## src/rtl/xmp_pkg.sv

```systemverilog
package xmp_pkg;

    // Port counts are fixed by the architecture; replica count follows from them.
    localparam int unsigned N_WR    = 2;
    localparam int unsigned N_RD    = 2;
    localparam int unsigned N_REP   = N_RD + N_WR - 1;
    // Replica index reserved for the opposite write port's lookup.
    localparam int unsigned REP_RMW = N_RD;

    // Which word a staged write XORs its data with.
    typedef enum logic [0:0] {
        ENC_OWN_OLD = 1'b0,   // the captured word of the opposite bank
        ENC_PARTNER = 1'b1    // the opposite port's encoded word staged alongside
    } enc_src_e;

endpackage

```

## src/rtl/xmp_bank_replica.sv

```systemverilog
module xmp_bank_replica #(
    parameter int unsigned DATA_W = 8,
    parameter int unsigned DEPTH  = 16,
    parameter int unsigned AW     = (DEPTH > 1) ? $clog2(DEPTH) : 1
) (
    input  logic              clk,
    input  logic              rst,
    input  logic              we,
    input  logic [AW-1:0]     waddr,
    input  logic [DATA_W-1:0] wdata,
    input  logic [AW-1:0]     raddr,
    output logic [DATA_W-1:0] rdata
);

    logic [DATA_W-1:0] mem [DEPTH];

    always_ff @(posedge clk) begin
        if (rst) begin
            for (int i = 0; i < int'(DEPTH); i++) mem[i] <= '0;
        end else if (we) begin
            mem[waddr] <= wdata;
        end
    end

    assign rdata = mem[raddr];

    // a committed word is present at its address after the edge
    a_r3_word_committed: assert property (@(posedge clk) disable iff (rst)
        ($past(we) && !$past(rst)) |-> (mem[$past(waddr)] == $past(wdata)));

endmodule

```

## src/rtl/xmp_bank_group.sv

```systemverilog
module xmp_bank_group #(
    parameter int unsigned DATA_W = 8,
    parameter int unsigned DEPTH  = 16,
    parameter int unsigned NREP   = 3,
    parameter int unsigned AW     = (DEPTH > 1) ? $clog2(DEPTH) : 1
) (
    input  logic                        clk,
    input  logic                        rst,
    input  logic                        we,
    input  logic [AW-1:0]               waddr,
    input  logic [DATA_W-1:0]           wdata,
    input  logic [NREP-1:0][AW-1:0]     raddr,
    output logic [NREP-1:0][DATA_W-1:0] rdata
);

    for (genvar r = 0; r < int'(NREP); r++) begin : g_rep
        xmp_bank_replica #(
            .DATA_W (DATA_W),
            .DEPTH  (DEPTH),
            .AW     (AW)
        ) u_rep (
            .clk   (clk),
            .rst   (rst),
            .we    (we),
            .waddr (waddr),
            .wdata (wdata),
            .raddr (raddr[r]),
            .rdata (rdata[r])
        );

        if (r > 0) begin : g_chk
            // every copy of a bank holds the same contents
            a_r10_copies_agree: assert property (@(posedge clk) disable iff (rst)
                (raddr[r] == raddr[0]) |-> (rdata[r] == rdata[0]));
        end
    end

endmodule

```

## src/rtl/xmp_wr_lane.sv

```systemverilog
module xmp_wr_lane
    import xmp_pkg::*;
#(
    parameter int unsigned DATA_W = 8,
    parameter int unsigned AW     = 4
) (
    input  logic              clk,
    input  logic              rst,
    input  logic              req_we,
    input  logic [AW-1:0]     req_addr,
    input  logic [DATA_W-1:0] req_data,
    input  logic [DATA_W-1:0] req_old,      // opposite bank word, already forwarded
    input  enc_src_e          req_src,
    input  logic [DATA_W-1:0] partner_enc,  // opposite port's staged encoded word
    output logic              st_we,
    output logic [AW-1:0]     st_addr,
    output logic [DATA_W-1:0] st_enc
);

    typedef struct packed {
        logic              we;
        logic [AW-1:0]     addr;
        logic [DATA_W-1:0] data;
        logic [DATA_W-1:0] old;
        enc_src_e          src;
    } stage_t;

    stage_t st_q;

    // First cycle: capture request plus the looked-up opposite word.
    always_ff @(posedge clk) begin
        if (rst) begin
            st_q <= '0;
        end else begin
            st_q <= '{we: req_we, addr: req_addr, data: req_data,
                      old: req_old, src: req_src};
        end
    end

    // Second cycle: form the word the own bank stores.
    always_comb begin
        st_we   = st_q.we;
        st_addr = st_q.addr;
        st_enc  = st_q.data ^ ((st_q.src == ENC_PARTNER) ? partner_enc : st_q.old);
    end

endmodule

```

## src/rtl/xor_mport_mem.sv

```systemverilog
module xor_mport_mem
    import xmp_pkg::*;
#(
    parameter int unsigned DATA_W = 8,
    parameter int unsigned DEPTH  = 16,
    localparam int unsigned AW    = (DEPTH > 1) ? $clog2(DEPTH) : 1
) (
    input  logic              clk,
    input  logic              rst,
    input  logic              wr0_en,
    input  logic [AW-1:0]     wr0_addr,
    input  logic [DATA_W-1:0] wr0_data,
    input  logic              wr1_en,
    input  logic [AW-1:0]     wr1_addr,
    input  logic [DATA_W-1:0] wr1_data,
    input  logic [AW-1:0]     rd0_addr,
    output logic [DATA_W-1:0] rd0_data,
    input  logic [AW-1:0]     rd1_addr,
    output logic [DATA_W-1:0] rd1_data
);

    logic [N_REP-1:0][AW-1:0]     b0_raddr, b1_raddr;
    logic [N_REP-1:0][DATA_W-1:0] b0_rdata, b1_rdata;

    logic              st0_we, st1_we;
    logic [AW-1:0]     st0_addr, st1_addr;
    logic [DATA_W-1:0] enc0, enc1;
    logic [DATA_W-1:0] old0, old1;
    enc_src_e          src1;

    logic [N_RD-1:0][AW-1:0]     ext_addr;
    logic [N_RD-1:0][DATA_W-1:0] rd_nxt, rd_q;

    assign ext_addr = {rd1_addr, rd0_addr};

    // Replica N_RD of each bank serves the opposite write port's lookup.
    assign b0_raddr = {wr1_addr, ext_addr};
    assign b1_raddr = {wr0_addr, ext_addr};

    xmp_bank_group #(.DATA_W(DATA_W), .DEPTH(DEPTH), .NREP(N_REP), .AW(AW)) u_bank0 (
        .clk   (clk),
        .rst   (rst),
        .we    (st0_we),
        .waddr (st0_addr),
        .wdata (enc0),
        .raddr (b0_raddr),
        .rdata (b0_rdata)
    );

    xmp_bank_group #(.DATA_W(DATA_W), .DEPTH(DEPTH), .NREP(N_REP), .AW(AW)) u_bank1 (
        .clk   (clk),
        .rst   (rst),
        .we    (st1_we),
        .waddr (st1_addr),
        .wdata (enc1),
        .raddr (b1_raddr),
        .rdata (b1_rdata)
    );

    // Lookup of the opposite bank, with the word it is about to commit forwarded.
    always_comb begin
        old0 = (st1_we && (st1_addr == wr0_addr)) ? enc1 : b1_rdata[REP_RMW];
        old1 = (st0_we && (st0_addr == wr1_addr)) ? enc0 : b0_rdata[REP_RMW];
        // Same-edge same-address: port 1 encodes against port 0's new word.
        src1 = (wr0_en && wr1_en && (wr0_addr == wr1_addr)) ? ENC_PARTNER : ENC_OWN_OLD;
    end

    xmp_wr_lane #(.DATA_W(DATA_W), .AW(AW)) u_lane0 (
        .clk         (clk),
        .rst         (rst),
        .req_we      (wr0_en),
        .req_addr    (wr0_addr),
        .req_data    (wr0_data),
        .req_old     (old0),
        .req_src     (ENC_OWN_OLD),
        .partner_enc ('0),
        .st_we       (st0_we),
        .st_addr     (st0_addr),
        .st_enc      (enc0)
    );

    xmp_wr_lane #(.DATA_W(DATA_W), .AW(AW)) u_lane1 (
        .clk         (clk),
        .rst         (rst),
        .req_we      (wr1_en),
        .req_addr    (wr1_addr),
        .req_data    (wr1_data),
        .req_old     (old1),
        .req_src     (src1),
        .partner_enc (enc0),
        .st_we       (st1_we),
        .st_addr     (st1_addr),
        .st_enc      (enc1)
    );

    // External reads: XOR of both banks, staged writes bypassed in.
    for (genvar r = 0; r < int'(N_RD); r++) begin : g_rd
        logic [DATA_W-1:0] w0, w1;
        always_comb begin
            w0        = (st0_we && (st0_addr == ext_addr[r])) ? enc0 : b0_rdata[r];
            w1        = (st1_we && (st1_addr == ext_addr[r])) ? enc1 : b1_rdata[r];
            rd_nxt[r] = w0 ^ w1;
        end
    end

    always_ff @(posedge clk) begin
        if (rst) rd_q <= '0;
        else     rd_q <= rd_nxt;
    end

    assign rd0_data = rd_q[0];
    assign rd1_data = rd_q[1];

    // first cycle out of reset presents zero on both read ports
    a_r1_reset_reads_zero: assert property (@(posedge clk) disable iff (rst)
        $past(rst) |-> (rd0_data == '0 && rd1_data == '0));

    // a same-edge collision decodes to port 1's data
    a_r8_collision_port1_wins: assert property (@(posedge clk) disable iff (rst)
        (!$past(rst) && $past(wr0_en && wr1_en && (wr0_addr == wr1_addr)))
        |-> ((enc0 ^ enc1) == $past(wr1_data)));

    // an accepted write is staged for commit in the following cycle
    a_r6_write_staged: assert property (@(posedge clk) disable iff (rst)
        (!$past(rst) && $past(wr1_en)) |-> (st1_we && st1_addr == $past(wr1_addr)));

endmodule

```

## config.mk

```make
export PLATFORM = sky130hd
export DESIGN_NAME = xor_mport_mem
export DESIGN_NICKNAME = d
export VERILOG_FILES = /design/src/rtl/xmp_pkg.sv /design/src/rtl/xmp_bank_replica.sv /design/src/rtl/xmp_bank_group.sv /design/src/rtl/xmp_wr_lane.sv /design/src/rtl/xor_mport_mem.sv
export SDC_FILE = /design/constraint.sdc
export NUM_CORES = 1
export LEC_CHECK = 0
export BUFFER_PORTS_ARGS = -buffer_cell sky130_fd_sc_hd__buf_2
export CORE_ASPECT_RATIO = 1.75
export CORE_MARGIN = 4
export CORE_UTILIZATION = 30
export DETAILED_ROUTE_END_ITERATION = 8
export GPL_ROUTABILITY_DRIVEN = 0
export PLACE_DENSITY = 0.51
export SKIP_LAST_GASP = 1
export SLEW_MARGIN = 20
export SYNTH_ARGS = -nofsm -noshare
export SYNTH_HDL_FRONTEND = slang
export SYNTH_SLANG_ARGS = --single-unit
```

## constraint.sdc

```tcl
create_clock -name clk -period 2.6 [get_ports clk]
set_input_delay 0.13 -clock clk [delete_from_list [all_inputs] [get_ports clk]]
set_output_delay 0.13 -clock clk [all_outputs]
set_load 0.05 [all_outputs]
```

=== Yosys cells after proc, flatten, opt, wreduce, memory -nomap -nowiden ===
Memories as Yosys holds them, arrays and structs flattened. A register that Yosys moved wholly into a read port is not among the register bits.
Index checks and enable logic that the tools add are counted.

* Memories: 6
* Output and inout port bits: 16
* Word-level logic and storage cells: 69
* Bits in writable memories: 768
* Register bits after elaboration: 43
* Bits of input ports: 36

* Equality and inequality tests: 5
* Reductions and logical operators: 12
* Multiplexer cells: 33
* Bitwise gates (word level): 4

{| class="wikitable"
|+ Memories
! name !! words !! bits a word !! rd ports !! clocked after memory_dff !! write ports !! line !! source
|-
| u_bank0.g_rep[0].u_rep.mem || 16 || 8 || 1 || 0 || 16 || xmp_bank_replica.sv:15 || <nowiki>logic [DATA_W-1:0] mem [DEPTH];</nowiki>
|-
| u_bank0.g_rep[1].u_rep.mem || 16 || 8 || 1 || 0 || 16 || xmp_bank_replica.sv:15 ||
|-
| u_bank0.g_rep[2].u_rep.mem || 16 || 8 || 1 || 1 || 16 || xmp_bank_replica.sv:15 ||
|-
| u_bank1.g_rep[0].u_rep.mem || 16 || 8 || 1 || 0 || 16 || xmp_bank_replica.sv:15 ||
|-
| u_bank1.g_rep[1].u_rep.mem || 16 || 8 || 1 || 0 || 16 || xmp_bank_replica.sv:15 ||
|-
| u_bank1.g_rep[2].u_rep.mem || 16 || 8 || 1 || 1 || 16 || xmp_bank_replica.sv:15 ||
|}

{| class="wikitable"
|+ Operator list
! kind !! count
|-
| 2-to-1 mux 8 bit || 12
|-
| OR reduction 8 bit || 6
|-
| bitwise XOR 8 bit || 4
|-
| 2-to-1 mux 4 bit || 6
|-
| == test 4 bit || 5
|-
| 2-to-1 mux 1 bit || 15
|-
| logical AND 1 bit || 6
|}

=== Depth between registers and ports, before layout ===
* Depth after elaboration: 6
* Gate-level depth with buffers: 9
* Depth with buffers taken out: 6

=== Cells and area by module ===
From an unflattened synthesis, not the netlist that was laid out.

* Cell total of the unflattened synthesis: 2589
* Area total of the unflattened synthesis: 38486.9 sq um

{| class="wikitable"
|+ Modules (own cells, without submodules)
! module !! cells each !! instances !! seq. area each (sq um) !! area each (sq um)
|-
| xmp_bank_replica || 375 || 6 || 3843.7 || 5861.9
|-
| xor_mport_mem || 205 || 1 || 320.3 || 1721.7
|-
| xmp_wr_lane || 67 || 2 || 440.4 || 797.0
|}

=== Worst setup path after synthesis ===
Ideal clock, no wire load.

* Path kind: register -> register
* Start: register u_lane1.st_q, in the netlist u_lane1.st_addr[0]
* End: register rd_q, in the netlist rd1_data[7]
* Slack: 0.577 ns
* Data arrival time: 1.896 ns
* Stages on the path, launching flop included: 8
* Library setup time: 0.126 ns
* Path buffers: 1
* Data required time: 2.474 ns
* Period minus slack after synthesis: 2.023 ns
* Path through: dfxtp_1 -> clkbuf_1 -> xor2_1 -> nor3_1 -> a21oi_1 -> a222oi_1 -> and4_1 -> nor3_1

* Word-level cells in the longest chain between the ends: 4

{| class="wikitable"
|+ RTL lines
! item !! line !! source
|-
| start, declared || xmp_wr_lane.sv:28 || <nowiki>stage_t st_q;</nowiki>
|-
| start signal, assigned || xmp_wr_lane.sv:35 || <nowiki>st_q <= '{we: req_we, addr: req_addr, data: req_data,</nowiki>
|-
| == test 4 bit || xor_mport_mem.sv:101 || <nowiki>w1 = (st1_we && (st1_addr == ext_addr[r])) ? enc1 : b1_rdata[r];</nowiki>
|-
| logical AND 1 bit || xor_mport_mem.sv:101 ||
|-
| 2-to-1 mux 8 bit || xor_mport_mem.sv:101 ||
|-
| bitwise XOR 8 bit || xor_mport_mem.sv:102 || <nowiki>rd_nxt[r] = w0 ^ w1;</nowiki>
|-
| end signal, assigned || xor_mport_mem.sv:108 || <nowiki>else rd_q <= rd_nxt;</nowiki>
|-
| end, declared || xor_mport_mem.sv:32 || <nowiki>logic [N_RD-1:0][DATA_W-1:0] rd_nxt, rd_q;</nowiki>
|}

Every way passes these cells.
A chain may end at the register's enable or synchronous reset.

=== Worst setup path after layout ===
* Start: register u_lane1.st_q, in the netlist u_lane1.st_addr[2]
* End: register rd_q, in the netlist rd1_data[4]

The elaborated chain is that of the path after synthesis.

==> flow_summary.yaml <==
final_layout:
  seq_area_mm2: 0.00887
  final_cell_mix: "nor2_1, edfxtp_1, mux4_2"
  nNetsFinal: 1460
  fill_cells: 5654
  layout_commonest_cell: "nor2_1"
  drive_above_1_share_pct: 30.5
  multi_input_area_mm2: 0.00866
  instances_no_fill: 2228
  diodes: 0
  final_util_pct: 35.4
  area_growth_pct: 16.8
outcome:
  status: "completed"
setup_path:
  r2r_cells: 7
  r2r_end: "rd1_data[4]$_SDFF_PP0_"
  cp-end-kind: "flop"
  arrival_ns: 2.80
  reg2reg_from: "u_lane1.st_addr[2]$_SDFF_PP0_"
  critPathLaunchType: "flop"
  crit_fanout: 7
  cp.required_ns: 3.05
  r2r_slack_ns: 0.25
  worstSetupPathType: "reg -> reg"
logic_synthesis:
  synth.avg_cell_area_um2: 13.5
  synth_top_area_share_pct: 42.8
  synthXorXnorAreaFrac_pct: 3.06
  synth_area_mm2: 0.0180
  post-synth-top-area-cell: "edfxtp_1"
  synth_top_family_by_area: "multiplexers"
  synth_flop_cell: "edfxtp_1"
  synth_cells: 1327
  synth_mux_area_share_pct: 29.9
  synth_simple_gate_area_share_pct: 12.0
  yosysWarnings: 0
  async_flop_share_pct: 0
  ys_top_cells_by_area: "edfxtp_1, mux4_2, dfxtp_1, nor2_1, mux2i_1"
  synth_compound_area_share_pct: 2.60
  syn-num-nets: 1363
  synth_edf_count: 256
  synth_seq_area_share_pct: 49.4
  ys_seq_elements: 315
  ys_types: 49
  synthAdderAreaFrac_pct: 0
clock_tree:
  worstSkewPairLatency_ns: 0.59
  clk_pin_slew_ns: 0.08
  cts-root-buf: "clkbuf_16"
  htree_levels: 1
  clock_path_buffers: 3
  numCtsBuffers: 30
  cts.sinks: 315
  cts_tree: "built"
sta:
  max_freq_mhz: 425
  hold_violations: 0
  layout_min_cycle_time_ns: 2.35
  tightestPinTransition_ns: 0.816
  setup_viol: 0
  skew_ns: 0.0279
  relSlewSlack_pct: 45.2
  drv_slew: 0
  rsz0062_at_grt: "no"
  finalCritPeriodShare_pct: 90.5
  timing.setup.tns_ns: 0
floorplanning:
  die_area_mm2: 0.0640
  start_util_pct: 30.3
  io_pins: 52
  die_w_um: 193
  coreArea_mm2: 0.0592
  dieHeight_um: 332
  rows: 118
hold_path:
  hold_path_class: "in -> reg"
  hold-path-endpoint: "u_lane0.st_addr[3]$_SDFF_PP0_"
  min_path_cells: 2
  min_from: "wr0_addr[3]"
drt:
  first_pass_iters: 5
  wl_per_cell_um: 29.4
  vias_per_cell: 5.51
  drtIter0Drc: 1151
  drt-total-wl_um: 65500
  ant_nets: 0
  drcViolationCount: 0
  num_vias: 12277
power:
  p_int_mw: 9.30
  power_frac_seq_pct: 45.5
  pwr-share-clk_pct: 36.7
  peakVddDrop_v: 0.000483
  power.density_mw_per_mm2: 619
  p_sw_mw: 3.68
  p_leak_nw: 7.39
  comb_power_share_pct: 17.8
  swShare_pct: 28.4
grt:
  antenna_found_initial: 0
  gr-total-overflow: 0
  grt_pass1_vias: 13019
  grt_pass1_wl_um: 93800
  grtUsageTotal_pct: 20.5
  grt_max_degree: 62
placement:
  dp_hpwl_um: 51600
  io_buffers: 51
  placedCellCount: 2154
flow_run:
  maxCapViolCount: 0
## registers in the layout, summed over array words and instances (netlist names)
signal / cells
u_lane1.st_we: 1
u_lane0.st_addr: 4
u_lane0.st_we: 1
u_lane0.st_q: 16
rd0_data: 8
u_lane1.st_q: 17
u_lane1.st_addr: 4
u_bank1.g_rep.u_rep.mem: 128
rd1_data: 8
u_bank0.g_rep.u_rep.mem: 128
## routing by layer
layer / vias to the layer above / part of all wire, % / wire, um / track usage (%)
met1: 6298 / 30 / 19600 / 19.8
met5: - / 0 / 0 / 0
li1: 5275 / - / - / -
met3: 184 / 4.3 / 2840 / 1.80
met2: 520 / 56 / 36700 / 39.1
met4: 0 / 9.6 / 6300 / 15.2
## cell type report
cell class	count	share of cell area, %
clock buffers	43	4.36
clock inverters	13	0.751
inverters	8	0.143
multi-input cells	893	41.3
flip-flops and latches	315	42.3
well taps	780	4.65
repair buffers	176	6.58
## stage by stage
stage	setup WS, ns	hold WS [ns]	total power [mW]	cell area (um^2)
CTS	0.269	0.00917	13.1	21000
finish	0.248	0.0414	13.0	21000
detailed placement	0.220	0.359	8.31	19700
global placement	0.159	0.341	8.30	19700
global route	0.159	0.0336	13.4	21000
floorplan	0.577	0.258	7.30	18000
## cells by family after synthesis
kind of cell	Yosys count
flip-flops	315
multiplexers	270
AND/OR/NAND/NOR	492
buffers and inverters	119
AO/OA/AOI/OAI	69
XOR/XNOR	62
## worst max-delay path by stage
stage                                   to  slack (ns)                           from  depth (start not counted)
finish              rd1_data[4]$_SDFF_PP0_        0.25  u_lane1.st_addr[2]$_SDFF_PP0_                          7
global route        rd1_data[4]$_SDFF_PP0_        0.16  u_lane1.st_addr[2]$_SDFF_PP0_                          7
CTS                 rd1_data[4]$_SDFF_PP0_        0.27  u_lane1.st_addr[2]$_SDFF_PP0_                          7
detailed placement  rd1_data[0]$_SDFF_PP0_        0.22                    rd1_addr[0]                          8
global placement    rd1_data[0]$_SDFF_PP0_        0.16                    rd1_addr[0]                          8
floorplan           rd1_data[7]$_SDFF_PP0_        0.58  u_lane1.st_addr[0]$_SDFF_PP0_                          7
## power by group through the flow
stage	combinational [mW]	sequential (mW)	clock [mW]
finish	2.31	5.90	4.77
CTS	2.32	5.90	4.85
global route	2.42	5.92	5.04
global placement	2.29	6.01	0
detailed placement	2.29	6.01	0
floorplan	1.30	6.00	0
## timing repair
action                     in CTS  in global routing
buffers inserted                0                  0
gates resized for setup         0                  1
hold buffers                   18                  0
hold endpoints to repair       19                  0
setup endpoints to repair       0                  1
## critical path, stage by stage, from the launching register on
cell      delay [ns]
dfxtp_1         0.48
xor2_1          0.13
nor3_2          0.23
a21oi_1         0.23
a222oi_1        0.70
buf_4           0.23
and4_1          0.18
nor3_1          0.05
## Yosys cell counts, drive strengths merged (8+ instances only)
| library cell | instances |
|---|---|
| xnor2 | 31 |
| mux4 | 210 |
| mux2i | 47 |
| buf | 48 |
| nor2 | 310 |
| nand2b | 33 |
| clkbuf | 63 |
| nand3 | 19 |
| a21oi | 22 |
| dfxtp | 59 |
| nor2b | 29 |
| nand4 | 8 |
| xor2 | 31 |
| o21ai | 8 |
| edfxtp | 256 |
| nor3 | 12 |
| mux2 | 13 |
| inv | 8 |
| nand2 | 57 |
Note: power is estimated with default switching activity, not from simulation.
